==> src/rtl/parity_dm_cache.sv <==
module parity_dm_cache #(
  parameter int ADDR_W    = 12,
  parameter int IDX_W     = 4,
  parameter int DATA_W    = 32,
  parameter bit PARITY_EN = 1'b1,
  localparam int BIT_W    = $clog2(DATA_W)
) (
  input  logic              clk,
  input  logic              rst_n,
  input  logic              req_valid,
  output logic              req_ready,
  input  logic [ADDR_W-1:0] req_addr,
  output logic              rsp_valid,
  output logic              rsp_hit,
  output logic [DATA_W-1:0] rsp_data,
  output logic              mem_req,
  output logic [ADDR_W-1:0] mem_addr,
  input  logic              mem_ack,
  input  logic [DATA_W-1:0] mem_data,
  output logic [1:0]        par_err,
  input  logic              inj_en,
  input  logic              inj_sel,
  input  logic [IDX_W-1:0]  inj_idx,
  input  logic [BIT_W-1:0]  inj_bit
);
  localparam int DEPTH = 1 << IDX_W;
  localparam int TAG_W = ADDR_W - IDX_W;
  localparam int PW    = PARITY_EN ? 1 : 0;
  localparam int TW    = TAG_W + PW;
  localparam int DW    = DATA_W + PW;

  typedef enum logic [1:0] {S_IDLE, S_LOOK, S_FILL, S_INJ} st_t;

  st_t               state;
  logic [TW-1:0]     tag_ram [DEPTH];
  logic [DW-1:0]     dat_ram [DEPTH];
  logic [DEPTH-1:0]  vld;
  logic [TW-1:0]     tag_q, tag_fill, tag_wd;
  logic [DW-1:0]     dat_q, dat_fill, dat_wd;
  logic [ADDR_W-1:0] addr_q;
  logic              inj_sel_q;
  logic [IDX_W-1:0]  inj_idx_q;
  logic [BIT_W-1:0]  inj_bit_q;
  logic              tag_bad, dat_bad, hit_c, look_vld;

  wire [IDX_W-1:0] idx_q  = addr_q[IDX_W-1:0];
  wire [TAG_W-1:0] atag_q = addr_q[ADDR_W-1:IDX_W];
  wire             take_inj = (state == S_IDLE) && inj_en;
  wire             take_req = (state == S_IDLE) && !inj_en && req_valid;
  wire             fill_we  = (state == S_FILL) && mem_ack;
  wire             inj_we   = (state == S_INJ);
  wire [IDX_W-1:0] rd_idx   = inj_en ? inj_idx : req_addr[IDX_W-1:0];
  wire [IDX_W-1:0] wr_idx   = inj_we ? inj_idx_q : idx_q;

  generate
    if (PARITY_EN) begin : g_par
      assign tag_fill = {^atag_q, atag_q};
      assign dat_fill = {^mem_data, mem_data};
      assign tag_bad  = ^tag_q;
      assign dat_bad  = ^dat_q;
    end else begin : g_nopar
      assign tag_fill = atag_q;
      assign dat_fill = mem_data;
      assign tag_bad  = 1'b0;
      assign dat_bad  = 1'b0;
    end
  endgenerate

  wire [TAG_W-1:0]  tmask = TAG_W'(1) << inj_bit_q;
  wire [DATA_W-1:0] dmask = DATA_W'(1) << inj_bit_q;
  assign tag_wd = inj_we ? (tag_q ^ TW'(tmask)) : tag_fill;
  assign dat_wd = inj_we ? (dat_q ^ DW'(dmask)) : dat_fill;

  always_ff @(posedge clk) begin
    if (fill_we || (inj_we && !inj_sel_q)) tag_ram[wr_idx] <= tag_wd;
    if (fill_we || (inj_we &&  inj_sel_q)) dat_ram[wr_idx] <= dat_wd;
    tag_q <= tag_ram[rd_idx];
    dat_q <= dat_ram[rd_idx];
  end

  always_ff @(posedge clk or negedge rst_n) begin
    if (!rst_n) begin
      state     <= S_IDLE;
      vld       <= '0;
      addr_q    <= '0;
      inj_sel_q <= 1'b0;
      inj_idx_q <= '0;
      inj_bit_q <= '0;
    end else begin
      case (state)
        S_IDLE: begin
          if (take_inj) begin
            state     <= S_INJ;
            inj_sel_q <= inj_sel;
            inj_idx_q <= inj_idx;
            inj_bit_q <= inj_bit;
          end else if (take_req) begin
            state  <= S_LOOK;
            addr_q <= req_addr;
          end
        end
        S_LOOK: state <= hit_c ? S_IDLE : S_FILL;
        S_FILL: if (mem_ack) begin
          state       <= S_IDLE;
          vld[idx_q]  <= 1'b1;
        end
        default: state <= S_IDLE;
      endcase
    end
  end

  assign look_vld  = (state == S_LOOK) && vld[idx_q];
  assign hit_c     = look_vld && (tag_q[TAG_W-1:0] == atag_q) && !tag_bad && !dat_bad;
  assign par_err   = {look_vld && dat_bad, look_vld && tag_bad};
  assign req_ready = (state == S_IDLE) && !inj_en;
  assign rsp_valid = hit_c || fill_we;
  assign rsp_hit   = hit_c;
  assign rsp_data  = (state == S_FILL) ? mem_data : dat_q[DATA_W-1:0];
  assign mem_req   = (state == S_FILL);
  assign mem_addr  = addr_q;
endmodule

==> config.mk <==
export PLATFORM = sky130hd
export DESIGN_NAME = parity_dm_cache
export DESIGN_NICKNAME = d
export VERILOG_FILES = /design/src/rtl/parity_dm_cache.sv
export SDC_FILE = /design/constraint.sdc
export NUM_CORES = 1
export LEC_CHECK = 0
export BUFFER_PORTS_ARGS = -buffer_cell sky130_fd_sc_hd__buf_4
export CORE_MARGIN = 4
export CORE_UTILIZATION = 35
export DETAILED_ROUTE_END_ITERATION = 8
export PLACE_DENSITY_LB_ADDON = 0.12
export SETUP_SLACK_MARGIN = 0.02
export SYNTH_ARGS = -nofsm -noshare
export SYNTH_HDL_FRONTEND = slang
export SYNTH_SLANG_ARGS = --single-unit
==> constraint.sdc <==
create_clock -name clk -period 3.75 [get_ports clk]
set_input_delay 0.5625 -clock clk [delete_from_list [all_inputs] [get_ports clk]]
set_output_delay 0.5625 -clock clk [all_outputs]
set_load 0.005 [all_outputs]
==> impl_metrics.py, run 1 <==
metrics = {
    "cts": {
        "cts.path.max_buffers": 3,
        "clk_pin_slew_worst_paths_ns": 0.06,
        "clock_latency_ns": 0.64,
        "cts.sinks": 754,
        "root_buffer": "clkbuf_16",
        "h-tree-depth": 3,
        "post-cts-setup-buffer-count": 0,
        "cts_tree": "built",
        "numCtsBuffers": 84,
    },
    "cells_and_area": {
        "nFillCells": 7800,
        "layout_commonest_cell": "edfxtp_1",
        "layout_common_cells": "672 x edfxtp_1, 180 x buf_4, 168 x mux4_2, 157 x nand2_1, 84 x clkbuf_16",
        "drive_gt1_frac": 0.302,
        "instances_no_fill": 3098,
        "n_antenna_cell": 0,
        "syn_to_final_growth_pct": 19.1,
        "fin_nets": 1933,
    },
    "critical_path": {
        "rr_worst_depth": 6,
        "slowest_stage": "xnor3_1",
        "rrSetupSlack_ns": 0.76,
        "crit_type": "reg -> out",
        "worstPathMaxFanout": 3,
        "r2r-start": "state[0]",
        "crit_path_start": "dat_q[15]",
        "cp-start-kind": "register",
        "arrival_ns": 3.07,
        "crit_chain": "xor2_1 > xnor2_1 > xnor2_2 > xnor3_1 > xnor2_1 > nor4_1 > buf_4 > buf_4",
        "end_kind": "output port",
        "cp.required_ns": 3.19,
        "max_stage_delay_ns": 0.51,
    },
    "global_routing": {
        "grt_pass1_vias": 16647,
        "grt_pass1_wl_um": 120000,
        "antenna_found_initial": 2,
        "gr-usage-met1": 0.260,
        "overflow": 0,
        "use_met3": 0.0286,
        "grt_use_met2": 0.286,
        "track_usage": 0.179,
        "grt-busiest-layer": "met2",
        "grt_max_degree": 85,
    },
    "sta": {
        "slew_headroom": 0.306,
        "hold_viol_final": 0,
        "worst_pin_slew_ns": 1.04,
        "drv_slew": 0,
        "skew_ns": 0.0269,
        "grt_setup_unrepaired": "false",
        "fmax_mhz": 276,
        "finalSetupTns_ns": 0,
        "finalCritPeriodShare": 0.968,
        "period_needed_ns": 3.63,
        "setup_viol": 0,
    },
    "pwr": {
        "power_uw": 26300,
        "powerDensity_nw_per_um2": 721,
        "leakagePower_uw": 0.0121,
        "ir_drop_mv": 0.525,
    },
    "routing": {
        "antenna_left": 0,
        "wl_per_cell_um": 27.0,
        "routed_via_density": 5.19,
        "first_pass_iters": 5,
        "initialDrtViolationCount": 1226,
        "drt-total-wl_um": 83700,
        "vias": 16084,
        "route.detailed.drc": 0,
    },
    "synth": {
        "syn_inst": 1669,
        "synth_ff_type": "edfxtp_1",
        "ys_seq_area_frac": 0.719,
        "synth_area_um2": 30600,
        "syn_avg_cell_area_um2": 18.3,
        "ys_ff_latch": 754,
        "synth_warnings": 0,
        "syn-num-nets": 1728,
        "synth_edf_count": 672,
        "async_flop_share": 0.0531,
        "ys_types": 41,
    },
    "die": {
        "die_h_um": 304,
        "core_um2": 86800,
        "io_pins": 109,
        "initial_utilization": 0.353,
        "fp.dieW_um": 304,
        "die_area_um2": 92200,
        "rows": 108,
    },
    "placed_design": {
        "port_buffers": 108,
        "globalplace.congestion": 0.745,
        "place_hpwl_um": 48200,
        "placed_cells": 2942,
    },
    "status": {
        "status": "completed",
    },
    "min_path": {
        "worstHoldStart": "req_addr[5]",
        "holdPathStages": 2,
        "min_path_type": "in -> reg",
    },
    "flow_run": {
        "drv_cap": 0,
    },
}
path summary, 6_finish.rpt:
check | to
setup reg to reg | dat_ram[9][14]
setup / recovery | rsp_hit
hold / removal | mem_addr[5]
min in group asynchronous | mem_addr[5]
max in group asynchronous | inj_idx_q[3]
hold reg to reg | vld[11]
critical path, delay by kind of cell (launching register included):
kind	cells	cell delay, ns
xor gates and xnor gates	5	1.38
buffers and inverters	2	0.30
DFF	1	0.48
and+or+nand+nor	1	0.26
per-layer routing:
metal  wire length [um]  up-vias
met5                 10        -
met1              39000     8603
met2              39500      375
met3               3500      108
met4               1670        2
li1                   -     6996
timing repair:
action | CTS | global route
hold buffers | 1 | 0
endpoints found under the setup margin | 2 | 0
resized for setup | 2 | 0
hold endpoints to repair | 40 | 0
registers in the layout, indices dropped and copies added (netlist names):
register	cells
dat_q	33
inj_idx_q	4
state	2
vld	16
tag_ram	144
dat_ram	528
inj_bit_q	5
mem_addr	12
tag_q	9
inj_sel_q	1
cell usage after synthesis (2+ instances only):
cell       number  area (um^2)
a21o_1         12         90.1
xor2_1         32          280
dfrtp_1        40         1000
o21ai_0        44          220
nor2_1         59          221
buf_2          21          105
a22oi_1         2         15.0
a211oi_1       43          323
and2_1         44          275
nand2_1       158          593
mux2i_1        13          130
clkbuf_1       49          184
mux2_1          2         22.5
inv_1           3         11.3
nor3b_1         5         37.5
buf_6          18          203
a2111oi_0       2         17.5
xnor2_1        84          736
nand3_1         8         40.0
a31o_2          4         35.0
mux2_2         51          574
xnor3_1         3         67.6
xnor2_2         4         65.1
edfxtp_1      672        20200
nor3_1         12         60.1
a31oi_1        45          282
nor4_1          3         18.8
dfxtp_1        42          841
mux4_2        168         3780
nand2b_1        5         31.3
nor2b_1         9         56.3
a21oi_1         3         15.0
cells by family (layout without fill, tap and decap cells):
kind of cell / Yosys count / count (layout) / share of synthesized area
flops: 754 / 754 / 0.719
simple gates: 305 / 305 / 0.0441
mux: 235 / 235 / 0.148
compound gates: 158 / 158 / 0.0333
xor+xnor: 124 / 124 / 0.0383
buf+inv: 93 / 367 / 0.0168
where the power goes:
group | switching, uW | total (uW) | internal (uW)
Sequential | 585 | 11700 | 11100
Clock | 3360 | 8230 | 4870
Combinational | 3930 | 6350 | 2430
cell type report:
type | instances | area [um^2] | share of cell area
multi-input cells | 822 | 8260 | 0.227
repair buffers | 209 | 1920 | 0.0527
clock buffers | 105 | 2230 | 0.0612
clock inverters | 50 | 561 | 0.0154
flip-flops and latches | 754 | 22000 | 0.604
inverters | 3 | 11.3 | 0.000309
well taps | 1155 | 1450 | 0.0396
stage by stage:
stage	hold WS, ns	area, um^2	util	setup slack (ns)
6_report	0.152	36500	0.420	0.121
5_1_grt	0.129	36500	0.420	0.0445
4_1_cts	0.110	36500	0.420	0.0415
3_5_place_dp	0.444	33600	0.388	0.652
3_3_place_gp	0.442	33600	0.388	0.638
2_1_floorplan	0.267	30600	-	0.422
(Power assumes the default switching activity.)
==> run 2: changes to the inputs <==
CORE_MARGIN = 3   (was 4)
SLEW_MARGIN = 25   (was not set)
==> run 2 against run 1 <==
Core utilization rose by 0.25 points. Via count is essentially flat. Power fell by 1.8%. Clock power is 5.3% lower. Routed wire length decreased by 0.80%. Combinational power barely moved. Hold slack improved by 0.022 ns. Fmax up 1.5%. Critical path depth decreased by 1. Flip-flop and latch count unchanged. Setup slack better by 0.052 ns.
==> impl_metrics.py, run 2 (synthesized netlist as in run 1, its figures left out) <==
metrics = {
    "status": {
        "status": "completed",
    },
    "global_routing": {
        "antenna_found_initial": 2,
        "grt_pass1_vias": 16748,
        "overflow": 0,
        "grt_pass1_wl_um": 120000,
        "grt_max_degree": 85,
        "track_usage": 0.184,
    },
    "sta": {
        "fmax_mhz": 280,
        "setup_viol": 0,
        "skew_ns": 0.0218,
        "slew_headroom": 0.369,
        "worst_pin_slew_ns": 0.946,
        "finalCritPeriodShare": 0.954,
        "period_needed_ns": 3.58,
        "grt_setup_unrepaired": "false",
        "setup_ws_ns": 0.173,
        "drv_slew": 0,
        "hold_viol_final": 0,
        "finalSetupTns_ns": 0,
    },
    "pwr": {
        "powerDensity_nw_per_um2": 711,
        "leakagePower_uw": 0.0120,
        "p_sw_frac": 0.299,
        "ir_drop_mv": 0.382,
        "p_int_uw": 18100,
        "pwr-share-clk": 0.302,
        "power_uw": 25800,
        "pwr-share-seq": 0.454,
        "switchingPower_uw": 7720,
        "p_comb_frac": 0.245,
    },
    "routing": {
        "first_pass_iters": 5,
        "routed_via_density": 5.19,
        "initialDrtViolationCount": 1187,
        "drt-total-wl_um": 83100,
        "antenna_left": 0,
        "vias": 16096,
        "route.detailed.drc": 0,
        "wl_per_cell_um": 26.8,
    },
    "cells_and_area": {
        "instances_no_fill": 3103,
        "regArea_um2": 22000,
        "multiInputGateArea_um2": 8280,
        "largest_reg_flops": 528,
        "fin_nets": 1946,
        "finish.utilization": 0.423,
        "syn_to_final_growth_pct": 18.7,
        "layout_common_cells": "672 x edfxtp_1, 198 x buf_4, 168 x mux4_2, 157 x nand2_1, 85 x clkbuf_16",
        "top_register": "dat_ram",
        "reg_top3": "dat_ram (528), tag_ram (144), dat_q (33)",
        "layout_commonest_cell": "edfxtp_1",
        "nFillCells": 7707,
        "drive_gt1_frac": 0.301,
    },
    "critical_path": {
        "cp-start-kind": "register",
        "arrival_ns": 3.01,
        "cp.required_ns": 3.19,
        "worstPathMaxFanout": 10,
        "end_kind": "output port",
        "crit_type": "reg -> out",
    },
    "min_path": {
        "min_path_type": "in -> reg",
    },
    "cts": {
        "cts.path.max_buffers": 3,
        "post-cts-setup-buffer-count": 0,
        "clock_latency_ns": 0.62,
        "cts.sinks": 754,
        "numCtsBuffers": 84,
        "clk_pin_slew_worst_paths_ns": 0.06,
        "root_buffer": "clkbuf_16",
        "cts_tree": "built",
        "h-tree-depth": 3,
    },
    "placed_design": {
        "port_buffers": 108,
        "place_hpwl_um": 49700,
        "globalplace.congestion": 0.768,
        "pre_cts_slack_ns": 0.347,
        "placed_cells": 2944,
    },
    "die": {
        "die_area_um2": 91000,
        "rows": 107,
        "die_h_um": 302,
        "fp.dieW_um": 302,
        "initial_utilization": 0.356,
        "io_pins": 109,
        "core_um2": 85900,
    },
    "flow_run": {
        "drv_cap": 0,
    },
}
==> run 2: repair_timing <==
item,CTS,global route
hold endpoints to repair,40,0
gates resized for setup,4,5
hold buffers,1,0
endpoints found under the setup margin,1,1
==> run 2: cell type report <==
cell class | instances | share of cell area
diodes | 2 | 0.000138
clock buffers | 106 | 0.0618
clock inverters | 50 | 0.0103
inverters | 3 | 0.000310
multi-input cells | 822 | 0.228
flip-flops and latches | 754 | 0.606
well taps | 1144 | 0.0394
repair buffers | 222 | 0.0539
==> run 2: worst paths after layout <==
path	depth (start not counted)	start	slack (ns)	end
max	7	state[1]	0.17	rsp_valid
min	2	req_addr[4]	0.17	mem_addr[4]
max reg2reg	5	state[1]	0.74	dat_ram[3][8]
min reg2reg	1	vld[6]	0.45	vld[6]
max in group asynchronous	2	rst_n	2.78	state[0]
min in group asynchronous	2	rst_n	0.47	mem_addr[4]
==> run 2: per-layer routing <==
| layer | track usage | up-vias | wire (um) |
|---|---|---|---|
| li1 | - | 7025 | - |
| met1 | 0.263 | 8570 | 37500 |
| met2 | 0.295 | 394 | 39800 |
| met3 | 0.0294 | 107 | 3900 |
| met4 | 0.0488 | 0 | 1890 |
| met5 | 0 | - | 0 |
==> run 2: critical path: stages, from the launching register on <==
cell	delay, ns
dfrtp_1	0.49
nand2b_1	0.27
a211oi_1	0.25
nand3_1	0.31
a2111oi_1	0.49
mux2_2	0.32
nand2b_1	0.15
buf_4	0.12
==> run 2: power by group through the flow <==
stage | logic (uW) | registers [uW] | clock network (uW)
after detailed placement | 6390 | 11900 | 0
after floorplan | 3520 | 11600 | 0
after global placement | 6300 | 11900 | 0
after global routing | 6840 | 11800 | 8360
final | 6320 | 11700 | 7790
after CTS | 6460 | 11700 | 8010
==> run 2: stage by stage <==
step,instance area [um^2],hold slack (ns)
after floorplan,30600,0.267
after global placement,33700,0.437
after detailed placement,33700,0.443
after CTS,36300,0.127
after global routing,36300,0.147
final,36300,0.174
==> run 3: changes to the inputs <==
ABC_AREA = 1   (was not set)
==> run 3 against run 2 <==
Design area increased by 5.9%. Routed wire length increased by 10%. Sequential share of layout area decreased by 3.4 points. Synthesized area increased by 6.8%. Final cell count increased by 44%. Clock-buffer cell count increased by 17. First-iteration DRC count increased by 61%. Highest routed layer unchanged. Hold slack got worse by 0.047 ns. Combinational power decreased by 5.5%. Clock power increased by 7.8%. Sequential power about the same. Critical endpoint unchanged. Via count increased by 37%.
==> impl_metrics.py, run 3 <==
metrics = {
    "status": {
        "status": "completed",
    },
    "sta": {
        "drv_slew": 0,
        "period_needed_ns": 3.29,
        "worst_pin_slew_ns": 0.920,
        "skew_ns": 0.0429,
        "finalCritPeriodShare": 0.877,
        "fmax_mhz": 304,
        "grt_setup_unrepaired": "false",
        "setup_viol": 0,
        "finalSetupTns_ns": 0,
        "setup_ws_ns": 0.460,
        "slew_headroom": 0.385,
        "hold_viol_final": 0,
    },
    "placed_design": {
        "port_buffers": 108,
        "place_hpwl_um": 54000,
        "globalplace.congestion": 0.816,
        "pre_cts_slack_ns": 0.848,
    },
    "cells_and_area": {
        "regArea_um2": 22000,
        "multiInputGateArea_um2": 8530,
        "layout_common_cells": "672 x edfxtp_1, 614 x nand2_1, 412 x inv_1, 271 x nand3_1, 269 x o21ai_0",
        "drive_gt1_frac": 0.115,
        "largest_reg_flops": 528,
        "syn_to_final_growth_pct": 17.6,
        "layout_commonest_cell": "edfxtp_1",
        "fin_nets": 3217,
        "nFillCells": 8831,
        "top_register": "dat_ram",
        "reg_top3": "dat_ram (528), tag_ram (144), dat_q (33)",
    },
    "synth": {
        "ys_types": 30,
        "syn-num-nets": 3075,
        "synth_edf_count": 672,
        "yosys-top-cells-area": "edfxtp_1 62%, nand2_1 7.0%, inv_1 4.8%",
        "synth_area_um2": 32700,
        "synth_warnings": 0,
        "syn_inst": 3016,
        "syn_avg_cell_area_um2": 10.8,
        "synth_top_area_frac": 0.617,
        "ys_seq_area_frac": 0.673,
        "ys_ff_latch": 754,
        "synth_top_cell_by_area": "edfxtp_1",
        "async_flop_share": 0.0531,
        "netlist_top_cells_count": "672 x edfxtp_1, 614 x nand2_1, 414 x inv_1",
        "yosysMostFrequentCell": "edfxtp_1",
        "synth_ff_type": "edfxtp_1",
    },
    "critical_path": {
        "cp.required_ns": 3.19,
        "cp-start-kind": "register",
        "end_kind": "output port",
        "worstPathMaxFanout": 4,
        "arrival_ns": 2.73,
        "crit_type": "reg -> out",
    },
    "pwr": {
        "leakagePower_uw": 0.0149,
        "powerDensity_nw_per_um2": 670,
        "ir_drop_mv": 0.429,
    },
    "routing": {
        "routed_via_density": 4.92,
        "wl_per_cell_um": 20.5,
        "initialDrtViolationCount": 1909,
        "vias": 22038,
        "route.detailed.drc": 0,
        "antenna_left": 0,
        "drt-total-wl_um": 91600,
        "first_pass_iters": 5,
    },
    "cts": {
        "numCtsBuffers": 86,
        "cts.path.max_buffers": 3,
        "cts_tree": "built",
        "root_buffer": "clkbuf_16",
        "clock_latency_ns": 0.64,
        "cts_resized": 0,
        "cts.sinks": 754,
        "clk_pin_slew_worst_paths_ns": 0.06,
        "h-tree-depth": 3,
    },
    "global_routing": {
        "grt_use_met2": 0.289,
        "overflow": 0,
        "antenna_found_initial": 1,
        "grt_pass1_wl_um": 136000,
        "track_usage": 0.186,
        "grt_pass1_vias": 21167,
        "use_met3": 0.0337,
        "gr-usage-met1": 0.269,
        "grt_max_degree": 152,
        "grt-busiest-layer": "met2",
    },
    "min_path": {
        "min_path_type": "in -> reg",
    },
    "die": {
        "die_h_um": 312,
        "fp.dieW_um": 312,
        "die_area_um2": 97100,
        "initial_utilization": 0.355,
        "rows": 111,
        "io_pins": 109,
        "core_um2": 92200,
    },
    "flow_run": {
        "drv_cap": 0,
    },
}
==> run 3: timing repair <==
item,4_1_cts,5_1_grt
hold buffers,1,0
endpoints found under the hold margin,40,0
setup buffers,0,0
==> run 3: critical path, stage by stage, from the launching register on <==
cell and delay, ns:
dfxtp_1 0.50, inv_1 0.15, nand2_1 0.08, nand2_1 0.07, nand2_1 0.07, nand2_1 0.07
nand2_1 0.07, nand2_1 0.20, nand2_1 0.13, nand2_1 0.09, nand2_1 0.13, nand3_1 0.13
nand3_1 0.17, nand2_1 0.09, buf_4 0.14
==> run 3: worst paths after layout <==
path                             start               to  slack (ns)  cells past startpoint
max                          dat_q[23]        rsp_valid        0.46                     14
min                        req_addr[6]      mem_addr[6]        0.13                      3
max reg2reg                   state[0]  dat_ram[15][26]        0.90                      8
min reg2reg                     vld[5]           vld[5]        0.45                      2
max in group asynchronous        rst_n           vld[5]        2.84                      2
min in group asynchronous        rst_n     mem_addr[11]        0.50                      2
==> run 3: power by group <==
group          switching (uW)  internal (uW)  total, uW  leakage (uW)
sequential                468          10900      11400       0.00690
clock                    3410           4990       8400       0.00139
combinational            4180           1780       5970       0.00661
total                    8070          17700      25800        0.0149
==> run 3: layer usage <==
layer	up-vias	share of wire
met5	-	0
met4	0	0.023
met3	119	0.060
met2	529	0.45
met1	10729	0.47
li1	10661	-
==> run 3: area by class of cell <==
cell class / instances / area share
Sequential cell: 754 / 0.573
Multi-Input combinational cell: 1679 / 0.222
Clock buffer: 123 / 0.0628
Timing Repair Buffer: 216 / 0.0502
Inverter: 421 / 0.0413
Tap cell: 1243 / 0.0404
Clock inverter: 38 / 0.0110
Antenna cell: 2 / 0.000130
==> run 3: cells by family (layout without fill, tap and decap cells) <==
group / count (synthesis) / in the layout / synth area share
AND/OR/NAND/NOR: 956 / 956 / 0.121
flip-flops: 754 / 754 / 0.673
AO/OA/AOI/OAI: 632 / 632 / 0.110
buffers and inverters: 583 / 798 / 0.0709
XOR/XNOR: 91 / 91 / 0.0244
other: 0 / 2 / 0
==> run 3: per-stage QoR <==
stage	cells	total power [uW]	hold slack, ns	cell area (um^2)	utilization
final	4476	25800	0.127	38500	0.417
after global routing	4474	27000	0.0995	38500	0.417
after CTS	4474	26000	0.0850	38500	0.417
after detailed placement	4312	17600	0.446	35600	0.386
after global placement	4311	17500	0.440	35600	0.386
after floorplan	3016	14700	0.267	32700	-
